`config.mk`:
```
export PLATFORM = sky130hd
export DESIGN_NAME = opnd_ea_gen
export DESIGN_NICKNAME = d
export VERILOG_FILES = /design/src/rtl/opnd_ea_pkg.sv /design/src/rtl/ea_mode_decode.sv /design/src/rtl/ea_addr_calc.sv /design/src/rtl/ea_out_stage.sv /design/src/rtl/opnd_ea_gen.sv
export SDC_FILE = /design/constraint.sdc
export NUM_CORES = 1
export LEC_CHECK = 0
export ABC_AREA = 1
export BUFFER_PORTS_ARGS = -buffer_cell sky130_fd_sc_hd__buf_4
export CELL_PAD_IN_SITES_DETAIL_PLACEMENT = 1
export CELL_PAD_IN_SITES_GLOBAL_PLACEMENT = 1
export CORE_MARGIN = 1
export CORE_UTILIZATION = 34
export DETAILED_ROUTE_END_ITERATION = 10
export GPL_ROUTABILITY_DRIVEN = 0
export PLACE_DENSITY = 0.86
export SYNTH_ARGS = -nofsm -noshare
export SYNTH_HDL_FRONTEND = slang
export SYNTH_SLANG_ARGS = --single-unit
export TNS_END_PERCENT = 30
```
`constraint.sdc`:
```
create_clock -name clk -period 2.85 [get_ports clk]
set_input_delay 0.4275 -clock clk [delete_from_list [all_inputs] [get_ports clk]]
set_output_delay 0.4275 -clock clk [all_outputs]
set_load 0.03 [all_outputs]
```
`src/rtl/opnd_ea_pkg.sv`:
```
package opnd_ea_pkg;

  typedef enum logic [2:0] {
    AM_IMM  = 3'd0,
    AM_ABS  = 3'd1,
    AM_REG  = 3'd2,
    AM_IND  = 3'd3,
    AM_IDX  = 3'd4,
    AM_AINC = 3'd5,
    AM_ADEC = 3'd6,
    AM_REL  = 3'd7
  } amode_e;

  typedef struct packed {
    logic mem;        // operand lives in memory
    logic use_rf;     // register contents take part
    logic use_pc;     // program counter is the base
    logic add_const;  // base plus constant
    logic pre_dec;    // subtract step before use
  } mode_ctl_t;

  function automatic logic mode_writes_back(amode_e m);
    return (m == AM_AINC) || (m == AM_ADEC);
  endfunction

endpackage

```
`src/rtl/ea_mode_decode.sv`:
```
module ea_mode_decode
  import opnd_ea_pkg::*;
(
  input  amode_e    mode,
  output mode_ctl_t ctl
);

  always_comb begin
    ctl = '0;
    unique case (mode)
      AM_IMM:  ctl = '0;
      AM_ABS:  ctl.mem = 1'b1;
      AM_REG:  ctl.use_rf = 1'b1;
      AM_IND:  begin ctl.mem = 1'b1; ctl.use_rf = 1'b1; end
      AM_IDX:  begin ctl.mem = 1'b1; ctl.use_rf = 1'b1; ctl.add_const = 1'b1; end
      AM_AINC: begin ctl.mem = 1'b1; ctl.use_rf = 1'b1; end
      AM_ADEC: begin ctl.mem = 1'b1; ctl.use_rf = 1'b1; ctl.pre_dec = 1'b1; end
      AM_REL:  begin ctl.mem = 1'b1; ctl.use_pc = 1'b1; ctl.add_const = 1'b1; end
      default: ctl = '0;
    endcase
  end

endmodule

```
`src/rtl/ea_addr_calc.sv`:
```
module ea_addr_calc #(
  parameter int AW = 32,
  parameter int SW = 3
) (
  input  logic          use_rf,
  input  logic          use_pc,
  input  logic          add_const,
  input  logic          pre_dec,
  input  logic [AW-1:0] cnst,
  input  logic [AW-1:0] pc,
  input  logic [AW-1:0] rdata,
  input  logic [SW-1:0] size,
  output logic [AW-1:0] value,
  output logic [AW-1:0] wb_data
);

  localparam int PADW = AW - SW;

  function automatic logic [AW-1:0] wrap_add(logic [AW-1:0] a, logic [AW-1:0] b);
    return a + b;
  endfunction

  function automatic logic [AW-1:0] wrap_sub(logic [AW-1:0] a, logic [AW-1:0] b);
    return a - b;
  endfunction

  logic [AW-1:0] step;
  logic [AW-1:0] base;
  logic [AW-1:0] sum;
  logic [AW-1:0] dec;
  logic [AW-1:0] inc;

  assign step = {{PADW{1'b0}}, size};
  assign base = use_pc ? pc : rdata;
  assign sum  = wrap_add(base, cnst);
  assign dec  = wrap_sub(rdata, step);
  assign inc  = wrap_add(rdata, step);

  always_comb begin
    if (pre_dec)        value = dec;
    else if (add_const) value = sum;
    else if (use_rf)    value = rdata;
    else                value = cnst;
  end

  assign wb_data = pre_dec ? dec : inc;

endmodule

```
`src/rtl/ea_out_stage.sv`:
```
module ea_out_stage
  import opnd_ea_pkg::*;
#(
  parameter int AW = 32,
  parameter int RW = 4
) (
  input  logic          clk,
  input  logic          rst_n,
  input  logic          load,
  input  logic          drain,
  input  logic [AW-1:0] in_value,
  input  logic          in_mem,
  input  amode_e        in_mode,
  input  logic [RW-1:0] in_reg,
  input  logic [AW-1:0] in_wbd,
  output logic          out_valid,
  output logic [AW-1:0] out_value,
  output logic          out_mem,
  output amode_e        out_mode,
  output logic [RW-1:0] out_reg,
  output logic [AW-1:0] out_wbd
);

  always_ff @(posedge clk) begin
    if (!rst_n)     out_valid <= 1'b0;
    else if (load)  out_valid <= 1'b1;
    else if (drain) out_valid <= 1'b0;
  end

  always_ff @(posedge clk) begin
    if (!rst_n) begin
      out_value <= '0;
      out_mem   <= 1'b0;
      out_mode  <= AM_IMM;
      out_reg   <= '0;
      out_wbd   <= '0;
    end else if (load) begin
      out_value <= in_value;
      out_mem   <= in_mem;
      out_mode  <= in_mode;
      out_reg   <= in_reg;
      out_wbd   <= in_wbd;
    end
  end

endmodule

```
`src/rtl/opnd_ea_gen.sv`:
```
module opnd_ea_gen
  import opnd_ea_pkg::*;
#(
  parameter int ADDR_W = 32,
  parameter int REG_W  = 4,
  parameter int SIZE_W = 3
) (
  input  logic              clk,
  input  logic              rst_n,
  input  logic              req_valid,
  output logic              req_ready,
  input  logic [2:0]        req_mode,
  input  logic [REG_W-1:0]  req_reg,
  input  logic [ADDR_W-1:0] req_const,
  input  logic [ADDR_W-1:0] req_pc,
  input  logic [SIZE_W-1:0] req_size,
  output logic [REG_W-1:0]  rf_raddr,
  input  logic [ADDR_W-1:0] rf_rdata,
  output logic              res_valid,
  input  logic              res_ready,
  output logic [ADDR_W-1:0] res_value,
  output logic              res_mem,
  output logic              wb_valid,
  output logic [REG_W-1:0]  wb_reg,
  output logic [ADDR_W-1:0] wb_data
);

  // named internal events for the checker
  logic      accept_w;
  logic      drain_w;
  amode_e    mode_in_w;
  amode_e    mode_q_w;
  mode_ctl_t ctl_w;
  logic [ADDR_W-1:0] calc_value_w;
  logic [ADDR_W-1:0] calc_wbd_w;

  assign mode_in_w = amode_e'(req_mode);
  assign rf_raddr  = req_reg;
  assign req_ready = !res_valid || res_ready;
  assign accept_w  = req_valid && req_ready;
  assign drain_w   = res_valid && res_ready;

  ea_mode_decode u_dec (
    .mode (mode_in_w),
    .ctl  (ctl_w)
  );

  ea_addr_calc #(.AW(ADDR_W), .SW(SIZE_W)) u_calc (
    .use_rf    (ctl_w.use_rf),
    .use_pc    (ctl_w.use_pc),
    .add_const (ctl_w.add_const),
    .pre_dec   (ctl_w.pre_dec),
    .cnst      (req_const),
    .pc        (req_pc),
    .rdata     (rf_rdata),
    .size      (req_size),
    .value     (calc_value_w),
    .wb_data   (calc_wbd_w)
  );

  ea_out_stage #(.AW(ADDR_W), .RW(REG_W)) u_out (
    .clk       (clk),
    .rst_n     (rst_n),
    .load      (accept_w),
    .drain     (drain_w),
    .in_value  (calc_value_w),
    .in_mem    (ctl_w.mem),
    .in_mode   (mode_in_w),
    .in_reg    (req_reg),
    .in_wbd    (calc_wbd_w),
    .out_valid (res_valid),
    .out_value (res_value),
    .out_mem   (res_mem),
    .out_mode  (mode_q_w),
    .out_reg   (wb_reg),
    .out_wbd   (wb_data)
  );

  assign wb_valid = drain_w && mode_writes_back(mode_q_w);

endmodule

```
Word level (Yosys, flattened, before mapping)
Cells that the tools add are included.
Word-level totals
  register bits after elaboration: 73
  bits of input ports: 110
  output and inout port bits: 76
  word-level logic and storage cells: 40
Operators by class
  $add $sub $neg: 3
  equal/unequal tests: 9
  multiplexer cells: 12
  reduce and logical (&&, ||, !) cells: 10
Operators by type and width (number)
  32-bit 2-to-1 mux: 5
  32-bit by 3-bit adder with 32-bit output: 1
  32-bit adder: 1
  32-bit by 3-bit subtractor with 32-bit output: 1
  3-bit == test (second input constant): 6
  1-bit 2-to-1 mux: 7
  3-bit by 2-bit == test with 1-bit output (second input constant): 2
  6-bit OR reduction: 1
  5-bit OR reduction: 1
  3-bit by 1-bit == test with 1-bit output (second input constant): 1
  1-bit logical AND: 3
  1-bit logical OR: 2
  2-bit nonzero test: 1
  2-bit OR reduction: 1
  1-bit logical NOT: 1

Longest topological paths before layout
Gate-level depths: netlist (run 1).
  word-level depth: 6
  mapped depth: 21
  mapped depth without buffers: 20

By module
From an unflattened synthesis (run 1), not the netlist that was laid out.
Unflattened totals
  cell total of the unflattened synthesis: 1531
  area, all modules: 8371.8 um^2
Modules (own cells, without submodules)
  ea_addr_calc: times used 1, cells each 1186, area each 5710.5 um^2, sequential area each 0.0 um^2
  ea_out_stage: times used 1, cells each 317, area each 2528.7 um^2, sequential area each 1461.4 um^2
  opnd_ea_gen: times used 1, cells each 15, area each 81.3 um^2, sequential area each 0.0 um^2
  ea_mode_decode: times used 1, cells each 13, area each 51.3 um^2, sequential area each 0.0 um^2

Worst setup path after synthesis (run 1)
Ideal clock, no wire load.
  path kind: input to register
  start: input req_mode[2]
  end: register u_out.out_value[16]
  setup time: 0.120 ns
  arrival: 2.620 ns
  required time: 2.730 ns
  setup slack: 0.111 ns
  stages on the path: 18
  path buffers: 1
  cells stage by stage: nand3_2 inv_1 buf_1 nand2_1 o21ai_0 ha_1 inv_1 fa_1 o21ai_0 nand2_1 nand2_1 inv_1 o21ai_0 nand2_1 nand3_1 nand2_1 nand2_1 a21oi_1
Between the ends
  word-level cells in the longest chain between the ends: 6
  elaborated cells between the ends (all ways): 17
  classes of those cells: 1 x add/sub; 6 x eq/ne; 8 x mux; 2 x reduce/logical
RTL lines
  from (decl): RTL line opnd_ea_gen.sv:12  | input logic [2:0] req_mode,
  3-bit == test / 3-bit by 2-bit == test with 1-bit output (equally long branches): RTL line ea_mode_decode.sv:10  | unique case (mode)
  1-bit 2-to-1 mux / 5-bit OR reduction (equally long branches)
  32-bit 2-to-1 mux / 1-bit 2-to-1 mux (equally long branches): RTL line ea_addr_calc.sv:34, ea_mode_decode.sv:10
  32-bit adder / 32-bit 2-to-1 mux (equally long branches): RTL line ea_addr_calc.sv:20, ea_addr_calc.sv:42
  32-bit 2-to-1 mux: RTL line ea_addr_calc.sv:41  | else if (add_const) value = sum;
  32-bit 2-to-1 mux (*): RTL line ea_addr_calc.sv:40  | if (pre_dec) value = dec;
  to (signal assigned): RTL line ea_out_stage.sv:38  | out_value <= in_value;
  to (decl): RTL line ea_out_stage.sv:17  | output logic [AW-1:0] out_value,
Every way passes the cells marked *; elsewhere a longest branch is shown, timed or not.
A chain may end at the register's enable or synchronous reset.

Final worst setup path (run 1)
  start: input req_mode[2]
  end: register u_out.out_value[28]
Same word-level chain as after synthesis.

==> results of run 1 <==
power by group through the flow:
| stage | clock (mW) | combinational [mW] | sequential, mW |
|---|---|---|---|
| after detailed placement | 0 | 1.93 | 1.20 |
| after floorplan | 0 | 0.959 | 1.35 |
| after global routing | 1.35 | 2.14 | 1.19 |
| after global placement | 0 | 1.87 | 1.20 |
| after CTS | 1.31 | 1.95 | 1.18 |
| final | 1.29 | 1.97 | 1.18 |
synth_stat cells (all sizes together):
cell type | number | area [um2]
o22ai | 3 | 18.8
clkbuf | 24 | 91.3
ha | 40 | 500
nor2 | 160 | 721
xor2 | 19 | 166
a21oi | 118 | 621
dfxtp | 73 | 1460
o221a | 1 | 11.3
nand3b | 5 | 37.5
a21o | 4 | 30.0
xnor2 | 3 | 26.3
buf | 32 | 185
fa | 3 | 60.1
nor4 | 4 | 31.3
inv | 235 | 887
o221ai | 3 | 26.3
o31ai | 3 | 22.5
o21ai | 161 | 810
nand2 | 468 | 1820
nor3b | 3 | 22.5
nor3 | 24 | 168
o21bai | 2 | 15.0
o211ai | 4 | 30.0
clkinv | 3 | 16.3
nand4 | 12 | 75.1
a31oi | 2 | 12.5
or2 | 8 | 52.6
and2 | 3 | 18.8
nand3 | 91 | 483
kinds of logic (layout without fill, tap and decap cells):
kind of cell | count (synthesis) | count (layout) | share of synthesized area [%]
flip-flops | 73 | 73 | 17.4
buffers and inverters | 294 | 519 | 14.0
AND/OR/NAND/NOR | 778 | 778 | 40.7
XOR/XNOR | 22 | 22 | 2.29
AO/OA/AOI/OAI | 301 | 301 | 19.0
adder cells (fa/ha/maj) | 43 | 43 | 6.66
timing repair:
action,CTS,global route
endpoints found under the hold margin,0,0
hold buffers,0,0
resized for setup,0,8
endpoints found under the setup margin,0,10
per-layer routing:
metal	wire length, um	share of wire, %
met5	0	0
met4	2400	6.3
met3	2080	5.5
met2	18200	48
met1	15300	40
area by class of cell:
type / instances / area, um2 / share of cell area, %
repair buffers: 265 / 2040 / 18.6
flip-flops and latches: 73 / 1460 / 13.4
clock buffers: 9 / 225 / 2.06
clock inverters: 7 / 103 / 0.937
multi-input cells: 1144 / 5810 / 53.1
inverters: 238 / 903 / 8.25
well taps: 324 / 405 / 3.70
through the flow:
step / power, mW / setup WS [ps]
final: 4.44 / 80.9
after global routing: 4.68 / -24.0
after CTS: 4.43 / 133
after detailed placement: 3.13 / -229
after global placement: 3.07 / -195
after floorplan: 2.31 / 111
worst max path at each step:
stage	from	to	slack [ps]	depth (start not counted)
after floorplan	req_mode[2]	u_out.out_value[16]	110	18
after global placement	req_mode[2]	u_out.out_value[27]	-200	17
after detailed placement	req_mode[2]	u_out.out_value[19]	-230	18
after CTS	req_mode[2]	u_out.out_value[19]	130	18
after global routing	req_mode[2]	u_out.out_value[20]	-20	20
final	req_mode[2]	u_out.out_value[28]	80	17
critical path, cell delays in order:
cell	delay, ps
buf_4	90
nand3_2	130
buf_4	210
o21ai_0	350
inv_1	120
fa_1	420
o21ai_0	180
buf_4	160
nand2_1	60
nand3_1	120
buf_4	140
nand2_1	80
nand3_1	90
nand3_1	90
nand2_1	120
nand2_1	70
a21oi_1	180
==> metrics.yaml, run 1 <==
num_io_pins: 186
dr.first_iter.drc_count: 929
hold_path.class: "primary input to flop"
p_leak_nw: 5.81
track_usage_pct: 29.7
clock_path_buffers: 2
synthCells: 1511
synth-seq-cells: 73
grt_util_met1_pct: 35.3
synth_seq_area_share_pct: 17.4
fin_area_um2: 10900
antenna_cells: 0
grt-ovfl-total: 0
syn_to_final_growth_pct: 30.1
synth_cell_types: 51
cts_root_buffer: "clkbuf_16"
fin_crit_ps: 2770
clock_skew_ps: 6.66
syn_avg_cell_area_um2: 5.57
layout_common_cells: "nand2_1 (451), buf_4 (261), inv_1 (213)"
vias: 10997
final_util_pct: 45.0
antenna_found_initial: 0
clock_latency_ps: 350
layout.cells.non_filler: 2060
rows: 57
dp_cells: 2044
crit_required_ps: 3130
drc: 0
peakVddDrop_uv: 239
r2r_end: "u_out.out_wbd[21]"
rsz0062_at_grt: "yes"
start_util_pct: 34.6
htree_levels: 3
min_to: "u_out.out_reg[0]"
max_freq_ghz: 0.361
tightest_slew_ps: 682
fp.dieW_um: 159
postCtsSetupBuffers: 0
io_buffers: 185
swShare_pct: 41.1
slew_viol_final: 0
setup_viol: 0
dr.pass1.iters: 5
seq_power_share_pct: 26.5
setup-tns-final_ps: 0
combinationalPowerShare_pct: 44.4
crit_fanout: 6
hold_viol: 0
drive_gt1_share_pct: 21.7
viasPerCell: 5.34
grt_pass1_vias: 11177
fin_nets: 1884
cts_num_sinks: 73
r2r_start: "u_out.out_valid"
crit_arrival_ps: 3050
syn_area_um2: 8420
core_um2: 24300
ys_warn_count: 0
startpoint_type: "primary input"
grt_pass1_wl_mm: 59.1
max-slew-margin-rel_pct: 54.6
cts_buffers: 9
holdPathStages: 3
drv_cap: 0
cts_tree: "done"
rrSetupSlack_ps: 960
whs_ps: 337
fill_cells: 3396
fin_crit_sh_pct: 97.2
met3_usage_pct: 3.75
grt_max_degree: 60
grtUsageMet2_pct: 51.0
synthesis.nets: 1664
antenna_left: 0
switchingPower_mw: 1.83
postPlaceCellArea_um2: 10600
internal_power_mw: 2.62
reg2reg_depth: 10
wl_per_cell_um: 18.4
top_usage_layer: "met2"
clockPowerShare_pct: 29.1
pwr_density_cell_nw_per_um2: 406
drt_wl_total_mm: 37.9
mostFrequentLayoutCell: "nand2_1"
dieArea_um2: 25400
path_clk_slew_ps: 60
outcome: "completed"
end_kind: "flop"
dieHeight_um: 159
min-delay-start: "req_reg[0]"
worstSetupPathType: "primary input to flop"
dpl.hpwl_mm: 30.8
Note: power is estimated with default switching activity, not from simulation.
==> run 2, diff against run 1 <==
--- a/config.mk
+++ b/config.mk
@@ -14,6 +14,7 @@
 export DETAILED_ROUTE_END_ITERATION = 10
 export GPL_ROUTABILITY_DRIVEN = 0
 export PLACE_DENSITY = 0.86
+export SETUP_SLACK_MARGIN = 0.5
 export SYNTH_ARGS = -nofsm -noshare
 export SYNTH_HDL_FRONTEND = slang
 export SYNTH_SLANG_ARGS = --single-unit
==> metrics.yaml, run 2 (synthesis results as in run 1) <==
outcome: "completed"
dieArea_um2: 25400  # unchanged
rows: 57  # unchanged
r2r_start: "u_out.out_valid"
seq_power_share_pct: 25.9  # -0.6 points
antenna_found_initial: 0  # unchanged
mostFrequentLayoutCell: "nand2_1"
drive_gt1_share_pct: 29.9  # +8.3 points
grt_pass1_vias: 12047  # +7.8%
setup_viol: 0  # unchanged
layout_common_cells: "nand2_1 (386), buf_4 (260), inv_1 (205)"
max-slew-margin-rel_pct: 55.4  # +0.88 points
dp_cells: 2031  # -0.64%
hold_path.class: "primary input to flop"
pwr_density_cell_nw_per_um2: 389  # -4.1%
vias: 11509  # +4.7%
dpl.hpwl_mm: 31.3  # +1.6%
startpoint_type: "primary input"
hold_viol: 0  # unchanged
switchingPower_mw: 2.01  # +9.8%
tightest_slew_ps: 668  # -13.9 ps
antenna_left: 0  # unchanged
syn_to_final_growth_pct: 39.2
cts_tree: "done"
dieHeight_um: 159  # unchanged
crit_required_ps: 3130  # about the same
io_buffers: 185  # unchanged
cts_root_buffer: "clkbuf_16"
htree_levels: 3  # unchanged
clock_latency_ps: 370  # +20 ps
clock_skew_ps: 11.8  # +5.14 ps
crit_fanout: 6  # unchanged
track_usage_pct: 32.1  # +2.4 points
internal_power_mw: 2.55  # -2.4%
dr.pass1.iters: 5  # unchanged
num_io_pins: 186  # unchanged
path_clk_slew_ps: 70  # about the same
start_util_pct: 34.6  # unchanged
layout.cells.non_filler: 2078  # +0.87%
p_leak_nw: 6.02  # +3.7%
slew_viol_final: 0  # unchanged
holdPathStages: 3  # unchanged
min-delay-start: "req_reg[1]"
fin_nets: 1902  # +0.96%
drv_cap: 0  # unchanged
setup-tns-final_ps: 0  # unchanged
cts_num_sinks: 73  # unchanged
combinationalPowerShare_pct: 49.0  # +4.6 points
core_um2: 24300  # unchanged
clock_path_buffers: 2  # unchanged
rrSetupSlack_ps: 920  # -40 ps
drt_wl_total_mm: 41.3  # +9.0%
cts_buffers: 9  # unchanged
dr.first_iter.drc_count: 903  # -2.8%
end_kind: "flop"
wl_per_cell_um: 19.9  # +8.1%
worstSetupPathType: "primary input to flop"
fin_crit_ps: 2570  # -199 ps
crit_arrival_ps: 2850  # -200 ps
rsz0062_at_grt: "yes"
fin_crit_sh_pct: 90.2  # -7.0 points
min_to: "u_out.out_reg[1]"
reg2reg_depth: 10  # unchanged
max_freq_ghz: 0.389  # +7.7%
r2r_end: "u_out.out_wbd[20]"
fp.dieW_um: 159  # unchanged
clockPowerShare_pct: 25.1  # -4.0 points
grt_max_degree: 60  # unchanged
grt-ovfl-total: 0  # unchanged
peakVddDrop_uv: 228  # -4.6%
swShare_pct: 44.0  # +2.9 points
drc: 0  # unchanged
grt_pass1_wl_mm: 63.8  # +7.9%
antenna_cells: 0  # unchanged
viasPerCell: 5.54  # +3.7%
-- run 2: cell types whose count changed in the layout (fill, tap and decap cells not counted), sizes merged --
cell | previous run | this run
inv | 237 | 238
bufinv | 2 | 0
clkinvlp | 1 | 2
buf | 265 | 283
-- run 2: layout make-up --
cell class                 instances  area [um2]
clock inverter                     7        61.3
fill                            3369       12600
clock buffer                       9         225
sequential                        73        1460
timing repair buffer             283        2340
inverter                         238         911
multi-input combinational       1144        6310
tap                              324         405
-- run 2: power by group through the flow --
stage	sequential, mW	combinational [mW]	clock (mW)
final	1.18	2.23	1.14
after global placement	1.20	1.84	0
after global routing	1.19	2.39	1.20
after floorplan	1.35	0.963	0
after detailed placement	1.20	1.90	0
after CTS	1.18	2.15	1.15
-- run 2: metal layers --
layer | vias up | track usage (%) | wire length [um]
met5 | - | 0 | 0
li1 | 5272 | - | -
met2 | 533 | 55.7 | 19800
met3 | 156 | 4.79 | 2560
met1 | 5548 | 36.1 | 16000
met4 | 0 | 22.4 | 2930
-- run 2: how the worst max path moves through the flow --
stage | from | endpoint | slack (ps) | depth (start not counted)
floorplan | req_mode[2] | u_out.out_value[11] | 480 | 16
global placement | req_mode[1] | u_out.out_value[30] | -190 | 19
detailed placement | req_mode[1] | u_out.out_value[30] | -320 | 19
CTS | req_mode[0] | u_out.out_value[14] | 420 | 19
global route | req_mode[0] | u_out.out_value[28] | 200 | 21
finish | req_mode[0] | u_out.out_value[25] | 280 | 22
-- run 2: critical path, stage by stage --
cell,delay (ps)
buf_6,100
nand3_4,130
inv_8,90
buf_12,160
buf_8,130
nand2_2,60
o21ai_1,70
ha_1,360
nand2_1,90
nand2_1,80
inv_1,100
nand2_2,70
buf_6,110
nand2_2,50
nand2_2,70
a21oi_2,150
nand2_1,80
nand2_1,100
nand3_2,100
nand2_2,120
nand2_1,50
a21oi_1,150
-- run 2: timing repair --
item,4_1_cts,5_1_grt
setup buffers,22,5
hold buffers,0,0
gates cloned,4,0
pin swaps,94,3
gates resized for setup,179,12
setup endpoints to repair,25,31
-- run 2: metrics by stage --
| stage | util, % | hold WS [ps] | cell area, um2 | power (mW) | setup slack, ps |
|---|---|---|---|---|---|
| finish | 48.2 | 331 | 11700 | 4.56 | 280 |
| global route | 48.2 | 366 | 11700 | 4.78 | 205 |
| CTS | 47.9 | 333 | 11600 | 4.47 | 423 |
| detailed placement | 43.2 | 466 | 10500 | 3.10 | -319 |
| global placement | 43.2 | 459 | 10500 | 3.04 | -185 |
| floorplan | - | 446 | 8430 | 2.31 | 478 |
==> run 3, diff against run 2 <==
==> constraint.sdc (replaced) <==
create_clock -name clk -period 2.35 [get_ports clk]
set_input_delay 0.3525 -clock clk [delete_from_list [all_inputs] [get_ports clk]]
set_output_delay 0.3525 -clock clk [all_outputs]
set_load 0.03 [all_outputs]
==> metrics.yaml, run 3 (synthesis results as in run 1) <==
outcome: "complete, but fails checks"
violations: "setup timing"
p_leak_nw: 6.44  # +7.0%
fin_nets: 1983  # +4.3%
viasPerCell: 5.63  # +1.7%
critPathSlowestCell: "ha_1"
slew_viol_final: 0  # unchanged
final_util_pct: 51.0  # +2.8 points
clock_skew_ps: 12.4  # +0.595 ps
drc: 0  # unchanged
startpoint_type: "primary input"
tightest_slew_ps: 694  # +26.3 ps
cpLargestDelayFamily: "simple AND/OR/NAND/NOR gates"
core_um2: 24300  # unchanged
start_util_pct: 34.6  # unchanged
fp.dieW_um: 159  # unchanged
setup_ws_ps: -295  # -575 ps
worstSetupPathType: "primary input to flop"
rsz0062_at_grt: "yes"
drive_gt1_share_pct: 34.1  # +4.2 points
fin_crit_sh_pct: 113
mostFrequentLayoutCell: "nand2_1"
fin_crit_ps: 2650
max_stage_delay_ps: 380  # +20 ps
cp_common_cell: "nand2_1"
syn_to_final_growth_pct: 47.3
drt_wl_total_mm: 45.9  # +11%
place_ws_ps: -605  # -286 ps
crit_fanout: 13  # +7
antenna_cells: 0  # unchanged
ctsHoldBuffers: 0  # unchanged
hold_viol: 0  # unchanged
rows: 57  # unchanged
max_freq_ghz: 0.378
crit_required_ps: 2610  # -520 ps
peakVddDrop_uv: 313  # +37%
grt-ovfl-total: 0  # unchanged
layout_common_cells: "nand2_1 (380), buf_4 (343), inv_1 (201)"
num_io_pins: 186  # unchanged
crit_arrival_ps: 2910  # +60 ps
hold_path.class: "primary input to flop"
cts_tree: "done"
grt_pass1_vias: 12734  # +5.7%
cts_root_buffer: "clkbuf_16"
drv_cap: 0  # unchanged
dieHeight_um: 159  # unchanged
antenna_found_initial: 0  # unchanged
path_clk_slew_ps: 80  # about the same
whs_ps: 247  # -83.4 ps
dr.first_iter.drc_count: 969  # +7.3%
worstPathCellList: "buf_8, nand3_4, buf_12, inv_12, nand2_1, o21ai_1, ha_1, nand2_2, nand3b_1, nand2_2, nand2_1, nand2_2, nand2_1, nand3_1, nand2_1, a21oi_2, nor2_1"
cts_num_sinks: 73  # unchanged
worst-path-buf-inv: 3  # -3
setup-tns-final_ps: -1220  # -1220 ps
fill_cells: 3303  # -2.0%
clock_path_buffers: 2  # unchanged
setup_viol: 16  # +16
dr.pass1.iters: 5  # unchanged
track_usage_pct: 34.8  # +2.7 points
dieArea_um2: 25400  # unchanged
grt_pass1_wl_mm: 68.7  # +7.7%
wl_per_cell_um: 21.3  # +6.9%
max-slew-margin-rel_pct: 53.7  # -1.8 points
antenna_left: 0  # unchanged
end_kind: "flop"
htree_levels: 3  # unchanged
total_power_mw: 5.90  # +29%
grt_max_degree: 50  # -17%
clock_latency_ps: 380  # about the same
cts_buffers: 9  # unchanged
rrSetupSlack_ps: 420  # -500 ps
pwr_density_cell_nw_per_um2: 476  # +22%
dpl.hpwl_mm: 32.6  # +4.2%
vias: 12161  # +5.7%
io_buffers: 185  # unchanged
## run 3: changes by cell type in the layout (fill, tap and decap cells not counted), sizes merged
cell,delta
clkinv,-1
buf,+79
clkinvlp,+2
bufinv,+1
## run 3: final timing paths
| check | startpoint | to | cells past startpoint |
|---|---|---|---|
| min reg2reg | u_out.out_reg[1] | u_out.out_reg[1] | 2 |
| max | req_mode[0] | u_out.out_value[9] | 17 |
| min | req_reg[3] | u_out.out_reg[3] | 3 |
| max reg2reg | u_out.out_valid | u_out.out_value[9] | 7 |
## run 3: layout make-up
cell class                 count  area [um2]  area share [%]
inverter                     238         913            7.36
clock buffer                   9         225            1.82
tap                          324         405            3.27
multi-input combinational   1144        6400            51.6
clock inverter                 7        77.6           0.626
timing repair buffer         362        2880            23.2
timing repair inverter         2        32.5           0.262
sequential                    73        1460            11.8
## run 3: tightest hold or removal path: cells and delay by family
kind                   cells  cell delay [ps]
AOI/OAI and AO/OA          1               70
and+or+nand+nor            1               70
buffers and inverters      1               80
## run 3: report_power, final
group | switching (mW) | internal [mW] | leakage (nW)
sequential | 0.0859 | 1.35 | 0.606
clock | 0.672 | 0.830 | 0.135
combinational | 1.82 | 1.14 | 5.70
total | 2.58 | 3.32 | 6.44
## run 3: metrics by stage
step           instance area (um2)  instances
2_1_floorplan                 8490       1511
3_3_place_gp                 11200       2113
3_5_place_dp                 11200       2113
4_1_cts                      12200       2153
5_1_grt                      12400       2159
6_report                     12400       2159
## run 3: what timing repair did
item,4_1_cts,5_1_grt
endpoints found under the setup margin,50,62
gates cloned,4,0
buffers inserted,20,6
gates resized for setup,158,53
pin swaps,55,17
## run 3: layer usage
layer | vias up | global-route usage, % | share of wire [%]
li1 | 5440 | - | -
met1 | 5768 | 38.4 | 36
met2 | 701 | 59.1 | 46
met3 | 252 | 6.82 | 8.5
met4 | 0 | 26.7 | 8.7
met5 | - | 0 | 0
